File: src/rtl/ddr_cmd_pkg.sv
package ddr_cmd_pkg;

  // Strobes the control half sends to the datapath half each clock.
  typedef struct packed {
    logic loadRdReq;   // read captured at last rising edge: latch request
    logic loadWrPend;  // write captured at last rising edge: latch write address
    logic loadCmd;     // write data burst complete: form update command
    logic loadRdData;  // read request outstanding: sample core response
    logic firstHalf;   // high phase of the current cycle
  } ctrlStrobes_t;

endpackage

File: src/rtl/ddr_cmd_ctrl.sv
module ddr_cmd_ctrl
  import ddr_cmd_pkg::*;
(
  input  logic         clk,
  input  logic         rstN,
  input  logic         rdEn,
  input  logic         wrEn,
  output ctrlStrobes_t strobes,
  output logic         rdReqValid,
  output logic         cmdValid,
  output logic         rdDataValid
);

  logic rdEnQ, wrEnQ, wrPend, rdReqV, cmdV, rdDataV;
  logic posTog, negTog;

  // Enable pipeline, all on the rising edge.
  always_ff @(posedge clk or negedge rstN) begin
    if (!rstN) begin
      rdEnQ   <= 1'b0;
      wrEnQ   <= 1'b0;
      wrPend  <= 1'b0;
      rdReqV  <= 1'b0;
      cmdV    <= 1'b0;
      rdDataV <= 1'b0;
      posTog  <= 1'b0;
    end else begin
      rdEnQ   <= rdEn;
      wrEnQ   <= wrEn;
      wrPend  <= wrEnQ;
      rdReqV  <= rdEnQ;
      cmdV    <= wrPend;
      rdDataV <= rdReqV;
      posTog  <= ~posTog;
    end
  end

  // Phase tracker: differs from posTog only during the high phase.
  always_ff @(negedge clk or negedge rstN) begin
    if (!rstN) negTog <= 1'b0;
    else       negTog <= posTog;
  end

  always_comb begin
    strobes.loadRdReq  = rdEnQ;
    strobes.loadWrPend = wrEnQ;
    strobes.loadCmd    = wrPend;
    strobes.loadRdData = rdReqV;
    strobes.firstHalf  = posTog ^ negTog;
  end

  assign rdReqValid  = rdReqV;
  assign cmdValid    = cmdV;
  assign rdDataValid = rdDataV;

endmodule

File: src/rtl/ddr_cmd_dpath.sv
module ddr_cmd_dpath
  import ddr_cmd_pkg::*;
#(
  parameter int DATA_W = 32,
  parameter int ADDR_W = 20,
  parameter int OPC_W  = 4
) (
  input  logic                      clk,
  input  logic                      rstN,
  input  ctrlStrobes_t              strobes,
  input  logic [ADDR_W-1:0]         addrDdr,
  input  logic [DATA_W-1:0]         wrDataDdr,
  input  logic [DATA_W/8-1:0]       byteWrDdr,
  input  logic [2*DATA_W-1:0]       coreRdData,
  output logic [OPC_W-1:0]          rdReqOpcode,
  output logic [ADDR_W-OPC_W-1:0]   rdReqPtr,
  output logic [OPC_W-1:0]          cmdOpcode,
  output logic [ADDR_W-OPC_W-1:0]   cmdPtr,
  output logic [2*DATA_W-1:0]       cmdOperand,
  output logic [DATA_W/4-1:0]       cmdByteMask,
  output logic [DATA_W-1:0]         rdDataDdr
);

  localparam int BYTES  = DATA_W / 8;
  localparam int LANES  = 2 * BYTES;
  localparam int PTR_W  = ADDR_W - OPC_W;

  // Rising-edge capture: read address, first data beat, first strobes.
  logic [ADDR_W-1:0] rdAddrQ;
  logic [DATA_W-1:0] dataLoQ;
  logic [BYTES-1:0]  bweLoQ;
  // Falling-edge capture: write address, second data beat, second strobes.
  logic [ADDR_W-1:0] wrAddrQ;
  logic [DATA_W-1:0] dataHiQ;
  logic [BYTES-1:0]  bweHiQ;
  // Write address waiting for its data burst.
  logic [ADDR_W-1:0] wrPendAddr;
  // Read response beats.
  logic [DATA_W-1:0] rdBeatLo, rdBeatHi;

  logic [2*DATA_W-1:0] rawOperand, maskedOperand;
  logic [LANES-1:0]    laneEn;

  always_ff @(posedge clk or negedge rstN) begin
    if (!rstN) begin
      rdAddrQ <= '0;
      dataLoQ <= '0;
      bweLoQ  <= '0;
    end else begin
      rdAddrQ <= addrDdr;
      dataLoQ <= wrDataDdr;
      bweLoQ  <= byteWrDdr;
    end
  end

  always_ff @(negedge clk or negedge rstN) begin
    if (!rstN) begin
      wrAddrQ <= '0;
      dataHiQ <= '0;
      bweHiQ  <= '0;
    end else begin
      wrAddrQ <= addrDdr;
      dataHiQ <= wrDataDdr;
      bweHiQ  <= byteWrDdr;
    end
  end

  assign rawOperand = {dataHiQ, dataLoQ};
  assign laneEn     = {bweHiQ, bweLoQ};

  for (genvar b = 0; b < LANES; b++) begin : gLane
    assign maskedOperand[b*8 +: 8] = laneEn[b] ? rawOperand[b*8 +: 8] : 8'h00;
  end

  always_ff @(posedge clk or negedge rstN) begin
    if (!rstN) begin
      rdReqOpcode <= '0;
      rdReqPtr    <= '0;
      wrPendAddr  <= '0;
      cmdOpcode   <= '0;
      cmdPtr      <= '0;
      cmdOperand  <= '0;
      cmdByteMask <= '0;
      rdBeatLo    <= '0;
      rdBeatHi    <= '0;
    end else begin
      if (strobes.loadRdReq) begin
        rdReqOpcode <= rdAddrQ[ADDR_W-1 -: OPC_W];
        rdReqPtr    <= rdAddrQ[PTR_W-1:0];
      end
      if (strobes.loadWrPend) begin
        wrPendAddr <= wrAddrQ;
      end
      if (strobes.loadCmd) begin
        cmdOpcode   <= wrPendAddr[ADDR_W-1 -: OPC_W];
        cmdPtr      <= wrPendAddr[PTR_W-1:0];
        cmdOperand  <= maskedOperand;
        cmdByteMask <= laneEn;
      end
      if (strobes.loadRdData) begin
        rdBeatLo <= coreRdData[DATA_W-1:0];
        rdBeatHi <= coreRdData[2*DATA_W-1:DATA_W];
      end
    end
  end

  assign rdDataDdr = strobes.firstHalf ? rdBeatLo : rdBeatHi;

endmodule

File: src/rtl/ddr_cmd_port.sv
module ddr_cmd_port
  import ddr_cmd_pkg::*;
#(
  parameter int DATA_W = 32,
  parameter int ADDR_W = 20,
  parameter int OPC_W  = 4
) (
  input  logic                     clk,
  input  logic                     rstN,
  input  logic                     rdEn,
  input  logic                     wrEn,
  input  logic [ADDR_W-1:0]        addrDdr,
  input  logic [DATA_W-1:0]        wrDataDdr,
  input  logic [DATA_W/8-1:0]      byteWrDdr,
  input  logic [2*DATA_W-1:0]      coreRdData,
  output logic                     rdReqValid,
  output logic [OPC_W-1:0]         rdReqOpcode,
  output logic [ADDR_W-OPC_W-1:0]  rdReqPtr,
  output logic                     cmdValid,
  output logic [OPC_W-1:0]         cmdOpcode,
  output logic [ADDR_W-OPC_W-1:0]  cmdPtr,
  output logic [2*DATA_W-1:0]      cmdOperand,
  output logic [DATA_W/4-1:0]      cmdByteMask,
  output logic [DATA_W-1:0]        rdDataDdr,
  output logic                     rdDataValid
);

  ctrlStrobes_t strobes;

  ddr_cmd_ctrl ctrl_i (
    .clk         (clk),
    .rstN        (rstN),
    .rdEn        (rdEn),
    .wrEn        (wrEn),
    .strobes     (strobes),
    .rdReqValid  (rdReqValid),
    .cmdValid    (cmdValid),
    .rdDataValid (rdDataValid)
  );

  ddr_cmd_dpath #(
    .DATA_W (DATA_W),
    .ADDR_W (ADDR_W),
    .OPC_W  (OPC_W)
  ) dpath_i (
    .clk         (clk),
    .rstN        (rstN),
    .strobes     (strobes),
    .addrDdr     (addrDdr),
    .wrDataDdr   (wrDataDdr),
    .byteWrDdr   (byteWrDdr),
    .coreRdData  (coreRdData),
    .rdReqOpcode (rdReqOpcode),
    .rdReqPtr    (rdReqPtr),
    .cmdOpcode   (cmdOpcode),
    .cmdPtr      (cmdPtr),
    .cmdOperand  (cmdOperand),
    .cmdByteMask (cmdByteMask),
    .rdDataDdr   (rdDataDdr)
  );

endmodule

File: config.mk
export PLATFORM = sky130hd
export DESIGN_NAME = ddr_cmd_port
export DESIGN_NICKNAME = d
export VERILOG_FILES = /design/src/rtl/ddr_cmd_pkg.sv /design/src/rtl/ddr_cmd_ctrl.sv /design/src/rtl/ddr_cmd_dpath.sv /design/src/rtl/ddr_cmd_port.sv
export SDC_FILE = /design/constraint.sdc
export NUM_CORES = 1
export LEC_CHECK = 0
export BUFFER_PORTS_ARGS = -buffer_cell sky130_fd_sc_hd__buf_4
export CAP_MARGIN = 20
export CORE_ASPECT_RATIO = 1.5
export CORE_MARGIN = 4
export CORE_UTILIZATION = 45
export CTS_CLUSTER_DIAMETER = 60
export DETAILED_ROUTE_END_ITERATION = 10
export GPL_ROUTABILITY_DRIVEN = 0
export HOLD_SLACK_MARGIN = 0.08
export PLACE_DENSITY = 0.69
export SYNTH_ARGS = -nofsm -noshare
export SYNTH_HDL_FRONTEND = slang
export SYNTH_SLANG_ARGS = --single-unit
export TNS_END_PERCENT = 30
File: constraint.sdc
create_clock -name clk -period 2.7 [get_ports clk]
set_input_delay 0.135 -clock clk [delete_from_list [all_inputs] [get_ports clk]]
set_output_delay 0.135 -clock clk [all_outputs]
set_load 0.01 [all_outputs]
# Yosys cells after proc, flatten, opt, wreduce, memory -nomap -nowiden

Index checks and enable logic that the tools add are counted.

Flip-flop bits (word level): 316
Bits of input ports: 124
Output and inout port bits: 147
Logic and storage cells: 34

Mux-type cells: 9
Bitwise logic cells: 2

Operator list:

| cell              | count |
|---|---|
| 8-bit 2-to-1 mux  | 8 |
| 32-bit 2-to-1 mux | 1 |
| 1-bit NOT         | 1 |
| 1-bit XOR         | 1 |

# Longest topological paths before layout

Gate-level depths: netlist (run 1).

Depth after elaboration: 2
Gate-level depth with buffers: 5
Depth with buffers taken out: 2

# By module

Synthesis (run 1) repeated with hierarchy kept, for this count alone.

Cells, all modules: 718
Area total of the unflattened synthesis: 11003.1 um^2

Modules (own cells, without submodules):

| module        | times used | cells an instance | area an instance (um^2) | seq. area each (um^2) |
|---|---|---|---|---|
| ddr_cmd_dpath | 1          | 704               | 10760.3                 | 7707.4 |
| ddr_cmd_ctrl  | 1          | 14                | 242.7                   | 200.2 |

==> metrics, run 1 <==
WL/cell=~18 um; slowest stage cell on the critical path=dfrtn_1; maxcap violations=0; relative slew slack=0.535; Slew Limit Fails=0; Worst-Margin Slew=slightly below 0.7 ns; Worst setup EP type=primary output; Worst Hold Class=primary input to flop; total congestion overflow=0; die area=~27000 um2; Clock Tree Buf Depth=3; number of global-route vias before repair=~7.7k; final setup fails=32; status=finished with violations; clock net sink count=between 300 and 400; remaining antenna violation count=0; Floorplan Core Area=23800 um2; Die Span Y=~200 um; crit-path cells=xnor2_4 > buf_6 > buf_12 > mux2_4 > buf_6; # DRC=0; Die Wd=~140 um; post-layout instance area=around 16000 um2; routed via count=roughly 7.0k; Yosys reg bits=316; critical path class=flop to primary output; RR Startpoint=dpath_i.bweHiQ[3]; Min Hold Slack=between 0.2 and 0.3 ns; failing checks=negative setup slack; cell count after synthesis=about 700; Synth area leaders=dfrtp_1, mux2_2, dfrtn_1; FILL cells=around 1.6k; leakage power of the design=about 7.5 nW; PnR worst setup slack=-0.667 ns; Post-synth EDFFs=0; initial antenna violation count=1; post-synthesis sequential area ratio=0.720; max incr delay on CP=approximately 0.47 ns; DRT iter0 DRCs=between 200 and 300; Synth top cells by count=dfrtp_1, mux2_2, inv_1; H-tree levels=1; port bufs=between 200 and 300; Nets=1258; row count=between 60 and 70; Arr. time, crit path=between 3 and 4 ns; I/O pin total=271; RSZ-0062 raised after global routing=true; final hold vios=0; Crit Path Max Fanout=6; Clock transition at path regs=0.07 ns; largest net degree at the start of global routing=66; clock insertion delay at the later pin of the skew report=~0.54 ns; total track usage=0.196; setup slack at placement=-0.112 ns; most used cell, CP=buf_6; Final HPWL DP=about 17000 um; hold path start=byteWrDdr[3]; share of layout cells above drive strength 1=0.451; global-route wire length before repair=roughly 42000 um; Tot Pwr=between 10 and 15 mW; area grow syn2layout=46.5%; peak supply drop=0.000848 V; post-synth top area cell=dfrtp_1; router iterations before antenna repair=4; Root Buffer=clkbuf_16; via-per-instance ratio=4.74; diode count=0; placed insts=about 1.3k; Cell Count, Final, Fillers Out=1477; Post-Syn Area=11000 um2; Cell variety after synth=12; Max Clock Skew=0.00937 ns; CP startpoint kind=flop; CTS buffer count=30; CTS tree=done; Syn Area/Cell=15.4 um2; P per Cell Area=713 nW/um2; total routed wirelength=26600 um; yosys warns=0; Cell Area, Placed=approximately 14000 um2; net count after synthesis=between 800 and 900; WP data required=2.57 ns; fraction of registers with async set/reset=1.00; Starting Density=0.461; CP Launch Point=ctrl_i.negTog; most common cell in the netlist=dfrtp_1; area share of the largest cell type after synthesis=0.590; Primary FF master, synth=dfrtp_1
[worst max-delay path: cells and delay by family (launching register included)]
family	cells	cell delay [ns]
muxes	1	0.31
xor gates and xnor gates	1	0.17
DFF	1	0.47
buffers and inverters	3	0.39
[state kept, by name, summed over array words and instances (netlist names), 4 cells and up]
signal / flops
dpath_i.cmdOpcode: 4
dpath_i.bweHiQ: 4
dpath_i.dataLoQ: 32
dpath_i.dataHiQ: 32
dpath_i.rdBeatHi: 32
dpath_i.wrAddrQ: 20
dpath_i.wrPendAddr: 20
dpath_i.rdReqOpcode: 4
dpath_i.cmdByteMask: 8
dpath_i.rdBeatLo: 32
dpath_i.cmdOperand: 64
dpath_i.bweLoQ: 4
dpath_i.cmdPtr: 16
dpath_i.rdReqPtr: 16
dpath_i.rdAddrQ: 20
[final timing paths]
kind	to	slack (ns)	cells after the start
max reg2reg	dpath_i.cmdOperand[56]	0.43	2
min in group asynchronous	dpath_i.dataLoQ[22]	0.60	3
min	dpath_i.bweLoQ[3]	0.25	2
min reg2reg	dpath_i.rdReqPtr[14]	0.47	1
max	rdDataDdr[26]	-0.67	5
max in group asynchronous	dpath_i.wrAddrQ[8]	0.33	4
[routing by layer]
metal | share of wire | GRT usage | vias up
met5 | 0.00045 | 0 | -
met4 | 0.020 | 0.0452 | 2
met3 | 0.073 | 0.0544 | 42
met2 | 0.54 | 0.360 | 228
met1 | 0.37 | 0.226 | 3496
li1 | - | - | 3234
[cell usage in the layout, fill, tap and decap left out, drive strengths merged]
cell,count
xnor2,1
clkinv,9
clkbuf,38
bufinv,8
dfrtp,259
buf,303
dfrtn,57
dlygate4sd3,125
nand3,64
mux2,164
o21ai,64
inv,66
[metrics by stage]
step / setup TNS, ns / utilization
global route: -21.94 / 0.675
floorplan: 0 / -
global placement: -2.39 / 0.568
finish: -20.07 / 0.675
detailed placement: -2.83 / 0.568
CTS: -20.94 / 0.676
[power breakdown]
part	internal (mW)	switching (mW)	leakage (nW)
Sequential	5.12	0.233	3.77
Clock	2.96	1.76	0.564
Combinational	0.830	0.566	3.17
Total	8.91	2.56	7.51
[final cells by class]
cell class / count / area (um2) / area share
timing repair buffer: 428 / 3750 / 0.233
inverter: 65 / 244 / 0.0152
clock buffer: 38 / 832 / 0.0517
multi-input combinational: 293 / 2640 / 0.164
clock inverter: 18 / 309 / 0.0192
sequential: 316 / 7910 / 0.492
tap: 319 / 399 / 0.0248
[cell families (layout without fill, tap and decap cells)]
family,after synthesis,count (layout),synth area share
muxes,164,164,0.178
AOI/OAI and AO/OA,64,64,0.0292
buffers and inverters,104,549,0.0415
xor gates and xnor gates,1,1,0.00148
DFF,316,316,0.720
and+or+nand+nor,64,64,0.0292
[timing repair]
action	CTS	global route
pin swaps	1	0
setup endpoints to repair	32	32
setup buffers	2	0
hold endpoints to repair	304	0
gates cloned	1	0
resized for setup	37	1
hold buffers	125	0
No activity file was read; power rests on OpenSTA's default activity.
==> inputs of run 2 (changes only) <==
- PLACE_DENSITY: 0.69 -> 0.72
- clock period: 2.7 -> 2.9 ns (I/O delays scaled with it)
==> run 2 against run 1 <==
Compared with the run above:
- the flow still finishes with violations (negative setup slack)
- clock skew shrank 0.0030 ns
- count of clock-buffer cells in the layout increased by 5
- global-route usage up 0.075 points
- clock power shrank 20%
- sequential share of layout area rose by 0.76 points
- via count rose by 0.34%
- critical path depth down 1
- total power decreased by 12%
- non-clock buffer count shrank 12
- final area fell by 1.5%
- routed wire length down 0.59%
- core utilization down 1.0 points
==> metrics, run 2 (synthesized netlist as in run 1, its figures left out) <==
status=finished with violations (unchanged); failing checks=negative setup slack (unchanged); WP data required=2.76 ns (was 2.57 ns); area grow syn2layout=44.3% (was 46.5%); setup slack at placement=-0.0189 ns (was -0.112 ns); initial antenna violation count=2 (was 1); Nets=1245 (was 1258); critical path class=flop to primary output (unchanged); die area=27000 um2 (unchanged); placed insts=1286 (was 1294); Worst R2R Path Depth=1 (was 2); Worst Hold Class=primary input to async pin (was primary input to flop); Max Clock Skew=0.00638 ns (was 0.00937 ns); R2R Setup Slk=0.53 ns (was 0.43 ns); relative slew slack=0.347 (was 0.535); setup repair bufs after CTS=0 (was 2); most frequent cells in the layout=dfrtp_1, buf_4, mux2_2 (was buf_4, dfrtp_1, mux2_2); WL/cell=18.1 um (was 18.0 um); clock net sink count=316 (unchanged); remaining antenna violation count=0 (unchanged); router iterations before antenna repair=4 (unchanged); PnR worst setup slack=-0.560 ns (was -0.667 ns); Slew Limit Fails=0 (unchanged); maxcap violations=0 (unchanged); most flop-heavy register=dpath_i.cmdOperand (unchanged); RR Startpoint=dpath_i.bweHiQ[1] (was dpath_i.bweHiQ[3]); CTS buffer count=29 (was 30); global-route wire length before repair=42400 um (was 41800 um); total track usage=0.196 (about the same); Crit Path Max Fanout=18 (was 6); # DRC=0 (unchanged); Worst-Margin Slew=0.980 ns (was 0.695 ns); CP startpoint kind=flop (unchanged); crit path to=rdDataDdr[4] (was rdDataDdr[26]); CTS tree=done (unchanged); Clock transition at path regs=0.06 ns (was 0.07 ns); largest net degree at the start of global routing=59 (was 66); Starting Density=0.461 (unchanged); routed via count=7026 (was 7002); clock insertion delay at the later pin of the skew report=0.53 ns (was 0.54 ns); port bufs=270 (unchanged); Floorplan Core Area=23800 um2 (unchanged); Min Hold Slack=0.134 ns (was 0.250 ns); peak supply drop=0.000583 V (was 0.000848 V); number of global-route vias before repair=7826 (was 7660); Met3 Wirelength=2160 um (was 1940 um); max layer used=met5 (unchanged); Die Wd=136 um (unchanged); Cell Count, Final, Fillers Out=1462 (was 1477); total congestion overflow=0 (unchanged); final setup fails=32 (unchanged); total negative slack=-17.27 ns (was -20.07 ns); Final HPWL DP=16800 um (was 16900 um); Worst setup EP type=primary output (unchanged); Die Span Y=199 um (unchanged); RSZ-0062 raised after global routing=true (unchanged); P per Cell Area=636 nW/um2 (was 713 nW/um2); Root Buffer=clkbuf_16 (unchanged); commonest non-fill, non-tap cell in the layout=dfrtp_1 (was buf_4); Arr. time, crit path=3.31 ns (was 3.23 ns); final hold vios=0 (unchanged); max reg flops=64 (unchanged); reg2reg end=dpath_i.cmdByteMask[5] (was dpath_i.cmdOperand[56]); leakage power of the design=7.37 nW (was 7.51 nW); FILL cells=1628 (was 1649); H-tree levels=1 (unchanged); Met1 Wirelength=10100 um (was 9830 um); post-layout instance area=15800 um2 (was 16100 um2); routed wl met2=13600 um (was 14300 um); CP Launch Point=ctrl_i.negTog (unchanged); Cell Area, Placed=13500 um2 (about the same); Clock Tree Buf Depth=3 (unchanged); DRT iter0 DRCs=300 (was 286); share of layout cells above drive strength 1=0.446 (was 0.451); I/O pin total=271 (unchanged); via-per-instance ratio=4.81 (was 4.74); total routed wirelength=26500 um (was 26600 um); row count=69 (unchanged)
run 2: stage by stage:
step / total power [mW] / util
3_5_place_dp: 6.18 / 0.567
2_1_floorplan: 5.47 / -
3_3_place_gp: 6.14 / 0.567
4_1_cts: 10.2 / 0.664
6_report: 10.1 / 0.665
5_1_grt: 10.5 / 0.665
run 2: routing by layer:
| layer | global-route usage | up-vias |
|---|---|---|
| met2 | 0.348 | 240 |
| met5 | 0 | - |
| met4 | 0.0474 | 2 |
| li1 | - | 3198 |
| met1 | 0.237 | 3540 |
| met3 | 0.0564 | 46 |
run 2: critical path: stages, from the launching register on:
cell and delay, ns:
dfrtn_1 0.48, xnor2_4 0.17, buf_12 0.22, mux2_4 0.33, buf_6 0.12
run 2: how the worst min path moves through the flow:
stage	cells after the start	slack (ns)	endpoint	start
after floorplan	0	-0.15	ctrl_i.cmdValid	rstN
after global placement	1	0.08	dpath_i.rdBeatLo[28]	rstN
after detailed placement	1	0.08	dpath_i.rdBeatHi[28]	rstN
after CTS	2	0.11	dpath_i.rdBeatHi[28]	rstN
after global routing	2	0.15	dpath_i.rdBeatHi[14]	rstN
final	2	0.13	dpath_i.rdBeatLo[28]	rstN
run 2: power breakdown:
part	internal [mW]	switching, mW	leakage [nW]
sequential	4.77	0.230	3.77
clock	2.20	1.59	0.479
combinational	0.771	0.516	3.12
total	7.74	2.33	7.37
run 2: area by class of cell:
type	instances	area, um2	area share
clock inverter	9	78.8	0.00498
clock buffer	43	888	0.0561
timing repair buffer	416	3680	0.232
sequential	316	7910	0.500
tap	319	399	0.0252
multi-input combinational	293	2640	0.166
antenna	1	2.50	0.000158
inverter	65	244	0.0154
run 2: repair_timing:
action	4_1_cts	5_1_grt
endpoints found under the setup margin	32	32
gates cloned	0	0
gates resized for setup	30	3
hold buffers	123	0
endpoints found under the hold margin	311	0
==> inputs of run 3 (changes only) <==
- CTS_CLUSTER_SIZE: unset -> 14
- PLACE_DENSITY: 0.72 -> 0.82
==> run 3 against run 2 <==
Compared with the run above:
- the flow still finishes with violations (negative setup slack)
- clock power down 16%
- highest routed layer unchanged
- core utilization fell by 1.0 points
- worst hold slack got worse by 0.031 ns
- first-iteration DRC count grew 15%
- largest power group unchanged
- global-route usage about the same
- flip-flop and latch count is the same
- register-to-register slack got worse by 0.03 ns
==> metrics, run 3 (synthesized netlist as in run 1, its figures left out) <==
maxcap violations=0 (unchanged); setup slack at placement=-0.0435 ns (was -0.0189 ns); R2R Setup Slk=0.50 ns (was 0.53 ns); Max Clock Skew=0.0129 ns (was 0.00638 ns); total negative slack=-16.73 ns (was -17.27 ns); routed via count=7006 (was 7026); leakage power of the design=7.25 nW (was 7.37 nW); router iterations before antenna repair=4 (unchanged); PnR worst setup slack=-0.542 ns (was -0.560 ns); remaining antenna violation count=0 (unchanged); critical path class=flop to primary output (unchanged); peak supply drop=0.000536 V (was 0.000583 V); row count=69 (unchanged); WP data required=2.76 ns (about the same); share of layout cells above drive strength 1=0.430 (was 0.446); via-per-instance ratio=4.80 (was 4.81); placed insts=1288 (was 1286); total track usage=0.196 (about the same); Final HPWL DP=17300 um (was 16800 um); Slew Limit Fails=0 (unchanged); max reg flops=64 (unchanged); Nets=1244 (was 1245); Root Buffer=clkbuf_16 (unchanged); # DRC=0 (unchanged); Cell Count, Final, Fillers Out=1459 (was 1462); WL/cell=18.4 um (was 18.1 um); final setup fails=32 (unchanged); largest net degree at the start of global routing=79 (was 59); diode count=0 (was 1); most flop-heavy register=dpath_i.cmdOperand (unchanged); commonest non-fill, non-tap cell in the layout=dfrtp_1 (unchanged); Worst Hold Class=primary input to async pin (unchanged); DRT iter0 DRCs=346 (was 300); status=finished with violations (unchanged); final core utilization=0.655 (was 0.665); Worst-Margin Slew=1.01 ns (was 0.980 ns); global-route wire length before repair=41900 um (was 42400 um); Clock Tree Buf Depth=3 (unchanged); total routed wirelength=26900 um (was 26500 um); failing checks=negative setup slack (unchanged); area grow syn2layout=42.1% (was 44.3%); number of global-route vias before repair=7710 (was 7826); Worst setup EP type=primary output (unchanged); setup repair bufs after CTS=0 (unchanged); Crit Path Max Fanout=17 (was 18); CTS buffer count=26 (was 29); Floorplan Core Area=23800 um2 (unchanged); total congestion overflow=0 (unchanged); CTS tree=done (unchanged); Die Span Y=199 um (unchanged); relative slew slack=0.324 (was 0.347); CP startpoint kind=flop (unchanged); die area=27000 um2 (unchanged); H-tree levels=1 (unchanged); I/O pin total=271 (unchanged); Clock transition at path regs=0.07 ns (was 0.06 ns); initial antenna violation count=2 (unchanged); most frequent cells in the layout=dfrtp_1, buf_4, mux2_2 (unchanged); clock net sink count=316 (unchanged); Tot Pwr=9.46 mW (was 10.1 mW); RSZ-0062 raised after global routing=true (unchanged); clock insertion delay at the later pin of the skew report=0.52 ns (was 0.53 ns); port bufs=270 (unchanged); P per Cell Area=606 nW/um2 (was 636 nW/um2); final hold vios=0 (unchanged); Die Wd=136 um (unchanged); Starting Density=0.461 (unchanged); Arr. time, crit path=3.30 ns (was 3.31 ns)
[run 3: repair_timing]
action / in CTS / in global routing
resized for setup: 33 / 1
pin swaps: 0 / 0
hold endpoints to repair: 340 / 0
setup endpoints to repair: 32 / 32
hold buffers: 123 / 0
[run 3: per-layer routing]
layer / part of all wire / track usage / vias to the layer above
met5: 0.0010 / 0 / -
met4: 0.027 / 0.0560 / 4
li1: - / - / 3201
met3: 0.072 / 0.0494 / 55
met1: 0.37 / 0.229 / 3493
met2: 0.53 / 0.357 / 253
[run 3: final timing paths]
check / from / endpoint / cells after the start
hold reg to reg: ctrl_i.rdReqValid / ctrl_i.rdDataValid / 0
setup reg to reg: dpath_i.bweHiQ[0] / dpath_i.cmdOperand[38] / 2
hold / removal: rstN / dpath_i.rdBeatLo[30] / 2
max in group asynchronous: rstN / dpath_i.dataHiQ[20] / 3
setup / recovery: ctrl_i.negTog / rdDataDdr[8] / 4
min in group clk: addrDdr[3] / dpath_i.rdAddrQ[3] / 2
[run 3: where the power goes]
group | leakage (nW) | internal [mW] | total [mW] | switching [mW]
sequential | 3.77 | 4.77 | 5.00 | 0.231
clock | 0.355 | 1.70 | 3.17 | 1.47
combinational | 3.12 | 0.768 | 1.29 | 0.522
[run 3: final cells by class]
class                      count  area (um2)
clock inverter                 2        25.0
fill                        1609        8230
tap                          319         399
inverter                      65         244
sequential                   316        7910
clock buffer                  46         726
timing repair buffer         418        3660
multi-input combinational    293        2640
[run 3: critical path, cell delays in order, from the launching register on]
cell and delay (ns):
dfrtn_1 0.48, xnor2_4 0.17, buf_12 0.22, mux2_4 0.33
buf_6 0.12
[run 3: stage by stage]
stage | hold WS [ns] | area (um2)
finish | 0.104 | 15600
global route | 0.124 | 15600
CTS | 0.102 | 15600
detailed placement | 0.0688 | 13500
global placement | 0.0656 | 13500
floorplan | -0.151 | 11000
